### src/rtl/cache2w.sv
module cache2w #(
  parameter int AW   = 32,
  parameter int DW   = 32,
  parameter int SETS = 4
) (
  input  logic          clk,
  input  logic          rst_n,
  input  logic          cpu_valid,
  input  logic          cpu_we,
  input  logic [AW-1:0] cpu_addr,
  input  logic [DW-1:0] cpu_wdata,
  output logic          cpu_ready,
  output logic [DW-1:0] cpu_rdata,
  output logic          cpu_hit,
  output logic          mem_req,
  output logic          mem_we,
  output logic [AW-1:0] mem_addr,
  output logic [DW-1:0] mem_wdata,
  input  logic          mem_ack,
  input  logic [DW-1:0] mem_rdata
);
  localparam int OW = 2;
  localparam int IW = $clog2(SETS);
  localparam int TW = AW - IW - OW;

  typedef enum logic [1:0] {S_IDLE, S_WB, S_FILL} st_t;
  st_t st;

  logic [TW-1:0]   tag_q  [2][SETS];
  logic [DW-1:0]   data_q [2][SETS];
  logic [SETS-1:0] vld_q  [2];
  logic [SETS-1:0] dty_q  [2];
  logic [SETS-1:0] lru_q;
  logic            vic_q;
  logic            miss_q;

  logic [IW-1:0] idx;
  logic [TW-1:0] tag;
  logic          hit0, hit1, hit_any, victim;
  logic          unused_off;

  assign idx        = cpu_addr[OW +: IW];
  assign tag        = cpu_addr[AW-1 -: TW];
  assign unused_off = &{1'b0, cpu_addr[OW-1:0]};

  assign hit0    = vld_q[0][idx] && (tag_q[0][idx] == tag);
  assign hit1    = vld_q[1][idx] && (tag_q[1][idx] == tag);
  assign hit_any = hit0 || hit1;
  assign victim  = !vld_q[0][idx] ? 1'b0 : (!vld_q[1][idx] ? 1'b1 : lru_q[idx]);

  assign cpu_ready = (st == S_IDLE) && (!cpu_valid || hit_any);
  assign cpu_rdata = hit1 ? data_q[1][idx] : data_q[0][idx];
  assign cpu_hit   = !miss_q;

  assign mem_req   = (st != S_IDLE);
  assign mem_we    = (st == S_WB);
  assign mem_addr  = (st == S_WB) ? {tag_q[vic_q][idx], idx, {OW{1'b0}}}
                                  : {cpu_addr[AW-1:OW], {OW{1'b0}}};
  assign mem_wdata = data_q[vic_q][idx];

  always_ff @(posedge clk) begin
    if (!rst_n) begin
      st       <= S_IDLE;
      vld_q[0] <= '0;
      vld_q[1] <= '0;
      dty_q[0] <= '0;
      dty_q[1] <= '0;
      lru_q    <= '0;
      vic_q    <= 1'b0;
      miss_q   <= 1'b0;
    end else begin
      case (st)
        S_IDLE: if (cpu_valid) begin
          if (hit_any) begin
            lru_q[idx] <= ~hit1;
            if (cpu_we) dty_q[hit1][idx] <= 1'b1;
            miss_q <= 1'b0;
          end else begin
            vic_q  <= victim;
            miss_q <= 1'b1;
            st     <= (vld_q[victim][idx] && dty_q[victim][idx]) ? S_WB : S_FILL;
          end
        end
        S_WB: if (mem_ack) st <= S_FILL;
        S_FILL: if (mem_ack) begin
          vld_q[vic_q][idx] <= 1'b1;
          dty_q[vic_q][idx] <= 1'b0;
          lru_q[idx]        <= ~vic_q;
          st                <= S_IDLE;
        end
        default: st <= S_IDLE;
      endcase
    end
  end

  always_ff @(posedge clk) begin
    if (st == S_FILL && mem_ack) begin
      tag_q[vic_q][idx]  <= tag;
      data_q[vic_q][idx] <= mem_rdata;
    end else if (st == S_IDLE && cpu_valid && hit_any && cpu_we) begin
      data_q[hit1][idx] <= cpu_wdata;
    end
  end
endmodule


### config.mk
export PLATFORM = sky130hd
export DESIGN_NAME = cache2w
export DESIGN_NICKNAME = d
export VERILOG_FILES = /design/src/rtl/cache2w.sv
export SDC_FILE = /design/constraint.sdc
export NUM_CORES = 1
export LEC_CHECK = 0
export BUFFER_PORTS_ARGS = -buffer_cell sky130_fd_sc_hd__buf_2
export CAP_MARGIN = 0
export CORE_UTILIZATION = 43
export CTS_BUF_LIST = sky130_fd_sc_hd__clkbuf_16
export DETAILED_ROUTE_END_ITERATION = 7
export GPL_TIMING_DRIVEN = 0
export SYNTH_ARGS = -nofsm -noshare
export SYNTH_HDL_FRONTEND = slang
export SYNTH_SLANG_ARGS = --single-unit
### constraint.sdc
create_clock -name clk -period 7.7 [get_ports clk]
set_clock_uncertainty 0.15 [all_clocks]
set_input_delay 1.925 -clock clk [delete_from_list [all_inputs] [get_ports clk]]
set_output_delay 1.925 -clock clk [all_outputs]
set_load 0.02 [all_outputs]
==> impl_metrics.toml, run 1 <==
[outcome]
status = "finished, final reports clean"

[critical_path]
start_kind = "input port"
cp-end-kind = "output port"
crit_type = "input port to output port"
crit_required_ns = 5.62
arrival_ns = 5.47
crit_fanout = 10

[floorplanning]
dieArea_mm2 = 0.05168
initial_core_util_pct = 43.52
core-area_mm2 = 0.05017
num_rows = 82
ios = 201
die_w_um = 227.3
die_y_um = 227.3

[final_layout]
fin_area_mm2 = 0.02568
layout-drive-gt1-share_pct = 33.25
num-nets-final = 1613
nFillCells = 4158
fin_cells = 2225
area_delta_synth_final_pct = 17.64
final_common_cell = "edfxtp_1"
final_cell_mix = "edfxtp_1 (488), buf_2 (208), nand2_1 (156)"
regArea_mm2 = 0.01499
final_core_util_pct = 51.19
multi_input_area_mm2 = 0.006454

[cts]
clkSlewWorstSetupHoldPaths_ns = 0.06
cts_tree = "yes"
clock_sinks = 505
clk_path_buf_depth = 3
cts_hold_buffers = 0
cts-root-buf = "clkbuf_16"
clk_latency_ns = 0.62
h-tree-depth = 2
numCtsBuffers = 53

[timing]
fin_ws_ns = 0.1590
worstMarginPinSlew_ns = 1.280
finalSetupViolCount = 0
maxSlewViolCount = 0
slew_headroom_pct = 14.65
hold_viol = 0
rsz0062_at_grt = "no"
holdWs_ns = 0.3165
period_needed_ns = 7.541
post-route-period-util_pct = 97.94
max_freq_ghz = 0.1326

[global_route]
grt_usage_pct = 22.11
antenna_found_initial = 1
grt_pass1_wl_mm = 81.69
gr-total-overflow = 0
grt_pass1_vias = 12280
grt_max_degree = 34

[power_and_ir_drop]
power_per_cell_area_mw_per_mm2 = 228.9
leakagePower_nw = 8.933
ir_drop_mv = 0.1629

[route]
wl_per_cell_um = 25.21
routed_wl_mm = 56.09
drc_errors = 0
drt-pass1-iter-count = 4
ant_nets = 0
dr_total_vias = 12420
drt_iter0_markers = 1224
via_per_inst = 5.580

[yosys]
synth_area_per_cell_um2 = 17.59
ys_seq_area_share_pct = 68.68
syn_area_mm2 = 0.02183
synth_area_leaders = "edfxtp_1 (67%), mux4_2 (10%), mux2i_1 (2.8%), nand2_1 (2.7%), mux2_4 (2.1%)"
ys_warn_count = 0
synth_top_cell_area_share_pct = 67.12
ys_types = 62
synth_top_cell_by_area = "edfxtp_1"
ys.flop_type = "edfxtp_1"
synth_cells = 1241
synth_seq_cells = 505
synth_edf_count = 488
async_flop_share_pct = 0

[placement]
postPlaceCellArea_mm2 = 0.02404
placed_cells = 2127
gp_congestion = 0.9089
portBuffers = 193
post-place-ws_ns = -0.04307
dp_hpwl_mm = 37.38

[min_path]
hp-class = "flip-flop to flip-flop"

[run]
maxCapViolCount = 0
-- stage by stage --
stage / setup TNS, ns / power (mW)
after floorplan: 0 / 3.379
after global placement: -414.32 / 3.547
after detailed placement: -0.2654 / 3.558
after CTS: 0 / 5.925
after global routing: 0 / 6.058
final: 0 / 5.879
-- worst max-delay path: stages --
cell and delay (ns):
buf_6 0.12, buf_12 0.17, buf_6 0.21, buf_2 0.30, buf_2 0.37, clkbuf_1 0.39, buf_1 0.63, mux4_2 0.61
o21ai_0 0.44, buf_2 0.26
-- power by group --
part	internal, mW	total [mW]	switching [mW]	leakage (nW)
sequential	3.04	3.04	0.00585	4.55
clock	1.32	2.38	1.06	0.827
combinational	0.177	0.457	0.280	3.56
total	4.54	5.88	1.34	8.93
-- worst paths after layout --
path,start,to,slack [ns],depth (start not counted)
hold reg to reg,vld_q[1][1],vld_q[1][1],0.32,2
hold / removal,vld_q[1][1],vld_q[1][1],0.32,2
setup reg to reg,tag_q[1][42],dty_q[0][3],3.01,11
setup / recovery,cpu_addr[2],mem_addr[15],0.16,10
-- routing by layer --
| layer | vias to the layer above | part of all wire, % | GRT usage (%) |
|---|---|---|---|
| met2 | 466 | 50 | 36.89 |
| met3 | 72 | 6.0 | 3.523 |
| li1 | 5459 | - | - |
| met4 | 2 | 1.9 | 5.954 |
| met1 | 6417 | 42 | 30.18 |
| met5 | - | 0.020 | 0 |
-- kinds of logic (layout without fill, tap and decap cells) --
group / Yosys count / count (layout) / share of synthesized area (%)
buffers and inverters: 79 / 389 / 2.132
other: 1 / 3 / 0.01718
AO/OA/AOI/OAI: 83 / 83 / 2.453
multiplexers: 243 / 243 / 18.77
XOR/XNOR: 47 / 47 / 2.023
flip-flops: 505 / 505 / 68.68
AND/OR/NAND/NOR: 283 / 283 / 5.926
-- repair_timing --
action	in CTS	in global routing
setup buffers	2	0
setup endpoints to repair	16	3
pin swaps	1	0
endpoints found under the hold margin	0	0
resized for setup	2	1
-- flip-flops by register name (all words and copies together), names as in the netlist, named ones only --
name    count
dty_q       8
miss_q      1
lru_q       4
data_q    256
vic_q       1
tag_q     224
vld_q       8
st          2
-- layout make-up --
class / count / share of cell area (%)
Timing Repair Buffer: 215 / 5.081
Clock buffer: 53 / 5.164
Clock inverter: 42 / 1.135
Multi-Input combinational cell: 658 / 25.13
Sequential cell: 505 / 58.38
Tap cell: 672 / 3.274
Antenna cell: 1 / 0.009743
Buffer: 72 / 1.725
Inverter: 7 / 0.1023
-- cell usage after synthesis, types with 2 or more instances --
master,number
nand2b_1,12
xnor2_1,36
buf_4,11
xor2_1,7
o21a_1,2
and4_1,2
mux4_1,14
mux2i_1,61
a31o_2,3
buf_1,9
o22ai_1,7
dfxtp_1,17
edfxtp_1,488
nor2_1,42
buf_12,5
mux2_2,39
a21o_1,2
and3_1,6
buf_2,13
o21ai_0,35
a31oi_1,4
o311ai_0,4
nor3_1,9
xnor2_2,4
nand3_1,13
mux2_4,30
or2_2,2
clkbuf_1,30
nor4_1,8
buf_6,4
nand4_1,13
mux4_2,99
o2bb2ai_1,3
inv_1,7
nor2b_1,4
a21oi_1,11
nor4_2,2
nand2_1,156
and2_1,4
Note: power is estimated with default switching activity, not from simulation.
==> run 2: changes to the inputs <==
--- a/config.mk
+++ b/config.mk
@@ -5,12 +5,15 @@
 export SDC_FILE = /design/constraint.sdc
 export NUM_CORES = 1
 export LEC_CHECK = 0
+export ABC_AREA = 1
 export BUFFER_PORTS_ARGS = -buffer_cell sky130_fd_sc_hd__buf_2
 export CAP_MARGIN = 0
+export CORE_ASPECT_RATIO = 1.1
 export CORE_UTILIZATION = 43
 export CTS_BUF_LIST = sky130_fd_sc_hd__clkbuf_16
 export DETAILED_ROUTE_END_ITERATION = 7
 export GPL_TIMING_DRIVEN = 0
+export PLACE_DENSITY = 0.66
 export SYNTH_ARGS = -nofsm -noshare
 export SYNTH_HDL_FRONTEND = slang
 export SYNTH_SLANG_ARGS = --single-unit
==> run 2 against run 1 <==
First-iteration DRC count grew 49%. Register-to-register slack improved by 1.1 ns. Non-clock buffer count grew 42. Worst hold slack improved by 0.0019 ns. Total power up 6.4%. Synthesized area is 0.33% higher. Die area up 0.33%. Clock power barely moved. Final area grew 0.66%. Count of clock-buffer cells in the layout down 3. Combinational power grew 75%. Largest cell class unchanged.
==> impl_metrics.toml, run 2 <==
[outcome]
status = "finished, final reports clean"

[floorplanning]
dieArea_mm2 = 0.05185
initial_core_util_pct = 43.68
num_rows = 86
die_y_um = 238.7
core-area_mm2 = 0.05014
ios = 201
die_w_um = 217.2

[final_layout]
multi_input_area_mm2 = 0.006040
largest_register_ff_count = 256
final_common_cell = "nand2_1"
layout-drive-gt1-share_pct = 16.28
largest-register = "data_q"
area_delta_synth_final_pct = 18.03
regArea_mm2 = 0.01499
num-nets-final = 2422
final_cell_mix = "nand2_1 (869), edfxtp_1 (488), buf_2 (224)"
biggestRegsByFlops = "data_q: 256 flops, tag_q: 224 flops"
nFillCells = 4457

[yosys]
synth_seq_cells = 505
synth_cells = 2041
synth_top_cell_by_area = "edfxtp_1"
yosysMostFrequentCell = "nand2_1"
syn_area_mm2 = 0.02190
synth_edf_count = 488
ys_seq_area_share_pct = 68.46
ys.flop_type = "edfxtp_1"
synth_top_cell_area_share_pct = 66.90
synth_area_leaders = "edfxtp_1 (67%), nand2_1 (15%), a221oi_1 (2.6%), inv_1 (1.8%), o21ai_0 (1.6%)"
synth_top_cells_by_count = "nand2_1 (869), edfxtp_1 (488), inv_1 (106)"
ys_warn_count = 0
synth_area_per_cell_um2 = 10.73
async_flop_share_pct = 0
ys_types = 33

[route]
via_per_inst = 5.443
drc_errors = 0
ant_nets = 0
wl_per_cell_um = 21.57
routed_wl_mm = 65.17
drt-pass1-iter-count = 6
dr_total_vias = 16440
drt_iter0_markers = 1818

[min_path]
worstHoldStart = "miss_q"
hold_path_depth = 2
hp-class = "flip-flop to flip-flop"
hold_end = "miss_q"

[cts]
clkSlewWorstSetupHoldPaths_ns = 0.06
ctsResizeCount = 0
cts-root-buf = "clkbuf_16"
clk_path_buf_depth = 3
cts_tree = "yes"
numCtsBuffers = 50
clk_latency_ns = 0.61
h-tree-depth = 2
cts_hold_buffers = 0
clock_sinks = 505
cts_setup_buffers = 0

[global_route]
antenna_found_initial = 2
grt_max_degree = 24
grt_pass1_wl_mm = 95.83
gr-total-overflow = 0
grt_usage_pct = 25.12
grt_pass1_vias = 15640

[critical_path]
arrival_ns = 5.14
crit_type = "input port to output port"
r2r_slack_ns = 4.11
rr_worst_depth = 16
crit_required_ns = 5.62
timing.rr.end = "data_q[0][67]"
crit_fanout = 10
start_kind = "input port"
cp-end-kind = "output port"
r2r_start = "tag_q[0][2]"

[placement]
gp_congestion = 0.9396
dp_hpwl_mm = 45.14
portBuffers = 195
post-place-ws_ns = 0.6268

[run]
maxCapViolCount = 0

[power_and_ir_drop]
leakagePower_nw = 10.57
power_per_cell_area_mw_per_mm2 = 241.9
ir_drop_mv = 0.2134

[timing]
finalSetupViolCount = 0
max_freq_ghz = 0.1387
period_needed_ns = 7.211
fin_ws_ns = 0.4894
rsz0062_at_grt = "no"
slew_headroom_pct = 27.30
post-route-period-util_pct = 93.64
holdWs_ns = 0.3184
hold_viol = 0
maxSlewViolCount = 0
worstMarginPinSlew_ns = 1.090
-- run 2: cell types whose count changed in the layout (fill, tap and decap cells not counted), moves of 36 or more --
cell	change
inv_1	+99
mux4_2	-99
a221oi_1	+63
mux2i_1	-59
mux2_2	-39
nor2_1	+46
nand3_1	+56
xnor2_1	-36
nand2_1	+713
-- run 2: per-stage QoR --
stage / util, % / cells / instance area [um2] / setup TNS (ns) / power, mW
2_1_floorplan: - / 2042 / 21910 / 0 / 3.583
3_3_place_gp: 47.28 / 2897 / 23710 / -5.927 / 3.895
3_5_place_dp: 48.36 / 2929 / 24250 / 0 / 3.921
4_1_cts: 51.55 / 3019 / 25850 / 0 / 6.269
5_1_grt: 51.55 / 3019 / 25850 / 0 / 6.448
6_report: 51.56 / 3021 / 25850 / 0 / 6.253
-- run 2: worst max-delay path by stage --
stage | startpoint | endpoint | slack [ns]
3_5_place_dp | cpu_addr[3] | cpu_rdata[3] | 0.63
3_3_place_gp | cpu_addr[3] | tag_q[1][110] | -0.12
6_report | cpu_addr[3] | cpu_rdata[22] | 0.49
2_1_floorplan | cpu_addr[2] | cpu_rdata[10] | 1.69
5_1_grt | cpu_addr[3] | cpu_rdata[22] | 0.40
4_1_cts | cpu_addr[3] | cpu_rdata[22] | 0.61
-- run 2: critical path, stage by stage --
cell and delay, ns:
buf_2 0.16, inv_2 0.10, nor2_4 0.28, buf_2 0.37, buf_1 0.66, buf_1 0.71
a221oi_1 0.24, o21ai_0 0.43, buf_2 0.25
-- run 2: logic make-up after synthesis --
family	after synthesis	synth area share, %
and+or+nand+nor	1059	19.04
DFF	505	68.46
AOI/OAI and AO/OA	257	7.997
buffers and inverters	217	4.399
muxes	2	0.09140
other	1	0.01712
-- run 2: cell type report --
cell class	instances	share of cell area (%)
clock inverters	40	1.345
diodes	2	0.01936
clock buffers	50	4.840
inverters	115	1.670
multi-input cells	1320	23.36
plain buffers	102	2.057
flip-flops and latches	505	58.00
well taps	660	3.194
repair buffers	227	5.513
-- run 2: power breakdown --
part	total [mW]	internal [mW]	switching, mW	leakage, nW
logic	0.798	0.214	0.584	5.21
clock network	2.38	1.33	1.05	0.817
registers	3.08	3.06	0.0148	4.54
total	6.25	4.60	1.65	10.6
-- run 2: metal layers --
layer	vias up	GRT usage (%)	wire [um]
met5	-	0	13
met4	2	8.515	1934
met3	125	5.013	5700
met2	839	42.47	31900
met1	7888	32.17	25620
li1	7588	-	-
==> run 3: changes to the inputs <==
--- a/config.mk
+++ b/config.mk
@@ -5,15 +5,17 @@
 export SDC_FILE = /design/constraint.sdc
 export NUM_CORES = 1
 export LEC_CHECK = 0
-export ABC_AREA = 1
+export ABC_AREA = 0
 export BUFFER_PORTS_ARGS = -buffer_cell sky130_fd_sc_hd__buf_2
 export CAP_MARGIN = 0
+export CELL_PAD_IN_SITES_DETAIL_PLACEMENT = 1
+export CELL_PAD_IN_SITES_GLOBAL_PLACEMENT = 2
 export CORE_ASPECT_RATIO = 1.1
 export CORE_UTILIZATION = 43
 export CTS_BUF_LIST = sky130_fd_sc_hd__clkbuf_16
 export DETAILED_ROUTE_END_ITERATION = 7
 export GPL_TIMING_DRIVEN = 0
-export PLACE_DENSITY = 0.66
+export PLACE_DENSITY = 0.82
 export SYNTH_ARGS = -nofsm -noshare
 export SYNTH_HDL_FRONTEND = slang
 export SYNTH_SLANG_ARGS = --single-unit
==> run 3 against run 2 <==
Critical endpoint is now cpu_rdata[2]. Die area down 0.32%. Largest cell class unchanged. Global-route usage down 1.4 points. Final area down 0.10%. Count of clock-buffer cells in the layout up 5. Sequential share of layout area up 0.059 points. Sequential power down 1%. Final cell count down 27%. Register-to-register slack worse by 1.2 ns. Combinational power down 42%. Clock power up 7%.
==> impl_metrics.toml, run 3 (synthesis gave the netlist of run 1 again) <==
[critical_path]
critical-path-slowest-cell = "nor4_2"
path_cells = "buf_4 > buf_4 > buf_6 > mux4_2 > xnor2_1 > nand4_1 > nor4_2 > nand4_1 > buf_2 > clkbuf_1 > nand2_1 > nand2_1 > buf_2"
timing.rr.end = "dty_q[0][3]"
start_kind = "input port"
cp-end-kind = "output port"
arrival_ns = 5.49
r2r_slack_ns = 2.90
cp_top_family = "buffers and inverters"
crit_type = "input port to output port"
crit_required_ns = 5.62
crit_fanout = 10
max_stage_delay_ns = 0.44
rr_worst_depth = 10
path_buf_inv = 6
r2r_start = "tag_q[1][70]"

[cts]
cts-root-buf = "clkbuf_16"
clock_sinks = 505
numCtsBuffers = 52
cts_hold_buffers = 0
clk_path_buf_depth = 3
h-tree-depth = 2
clkSlewWorstSetupHoldPaths_ns = 0.06
cts_tree = "yes"
clk_latency_ns = 0.63

[floorplanning]
ios = 201
initial_core_util_pct = 43.54
die_y_um = 238.3
dieArea_mm2 = 0.05168
num_rows = 86
die_w_um = 216.8
core-area_mm2 = 0.05014

[placement]
dp_hpwl_mm = 40.40
gp_congestion = 0.8761
placed_cells = 2115
portBuffers = 193
post-place-ws_ns = -0.09634

[route]
via_per_inst = 5.709
wl_per_cell_um = 27.38
drt-pass1-iter-count = 5
ant_nets = 0
dr_total_vias = 12630
drc_errors = 0
drt_iter0_markers = 864
routed_wl_mm = 60.56

[timing]
post-route-period-util_pct = 98.31
hold_viol = 0
tns_ns = 0
maxSlewViolCount = 0
finalSetupViolCount = 0
rsz0062_at_grt = "no"
max_freq_ghz = 0.1321
worstMarginPinSlew_ns = 1.277
period_needed_ns = 7.570
slew_headroom_pct = 14.87
fin_ws_ns = 0.1304

[final_layout]
largest_register_ff_count = 256
final_common_cell = "edfxtp_1"
largest-register = "data_q"
fin_cells = 2212
antenna-diode-count = 0
num-nets-final = 1611
biggestRegsByFlops = "data_q: 256 flops, tag_q: 224 flops"
final_cell_mix = "edfxtp_1 (488), buf_2 (208), nand2_1 (156)"
layout-drive-gt1-share_pct = 33.89
area_delta_synth_final_pct = 18.29

[min_path]
hold_path_depth = 1
hold_end = "vld_q[0][2]"
hp-class = "flip-flop to flip-flop"
worstHoldStart = "vld_q[0][2]"

[global_route]
grt_usage_pct = 23.70
antenna_found_initial = 1
grt_pass1_vias = 13420
gr-total-overflow = 0
grt_pass1_wl_mm = 88.14
grt_max_degree = 34

[outcome]
status = "finished, final reports clean"

[power_and_ir_drop]
ir_drop_mv = 0.1956
power_per_cell_area_mw_per_mm2 = 234.2
leakagePower_nw = 8.988

[run]
maxCapViolCount = 0
-- run 3: worst reg2reg max path: cells and delay by family (launching register included) --
kind	cells	cell delay (ns)
compound gates	2	1.59
simple gates	5	1.21
mux	1	0.55
xor+xnor	1	0.44
flops	1	0.36
buf+inv	1	0.24
-- run 3: through the flow --
step	hold WS [ns]	utilization, %	power (mW)	instance area, um2
CTS	0.3296	51.49	6.087	25820
detailed placement	0.3199	48.00	3.566	24070
finish	0.3356	51.50	6.048	25830
global route	0.3487	51.50	6.195	25830
floorplan	0.2848	-	3.379	21840
global placement	0.2934	47.12	3.548	23630
-- run 3: worst max path at each step --
stage | to | depth (start not counted) | slack, ns | from
6_report | cpu_rdata[2] | 13 | 0.13 | cpu_addr[3]
5_1_grt | mem_addr[25] | 12 | 0.03 | cpu_addr[2]
4_1_cts | cpu_rdata[12] | 13 | 0.05 | cpu_addr[3]
3_5_place_dp | cpu_rdata[6] | 13 | -0.1 | cpu_addr[3]
3_3_place_gp | dty_q[0][3] | 9 | -2.76 | cpu_addr[3]
2_1_floorplan | dty_q[0][3] | 10 | 1.12 | cpu_addr[2]
-- run 3: cell type report --
type	count	area, um2
Buffer	72	444.2
Clock buffer	55	1376
Clock inverter	41	364.1
Fill cell	4775	24320
Inverter	7	26.28
Multi-Input combinational cell	658	6460
Sequential cell	505	14990
Tap cell	660	825.8
Timing Repair Buffer	214	1335
-- run 3: routing by layer --
layer	global-route usage, %	up-vias	share of wire, %
met3	3.493	104	5.4
li1	-	5453	-
met2	41.82	438	52
met1	29.92	6634	40
met4	7.810	0	2.7
met5	0	-	0
-- run 3: where the power goes --
group | switching (mW) | total [mW] | internal, mW | leakage, nW
clock network | 1.10 | 2.54 | 1.44 | 0.869
logic | 0.288 | 0.466 | 0.178 | 3.57
registers | 0.00632 | 3.04 | 3.03 | 4.55
-- run 3: repair_timing --
action                                  4_1_cts  5_1_grt
buffers inserted                              1        0
endpoints found under the setup margin       29       21
resized for setup                             2        4
pin swaps                                     1        0
hold endpoints to repair                      0        0
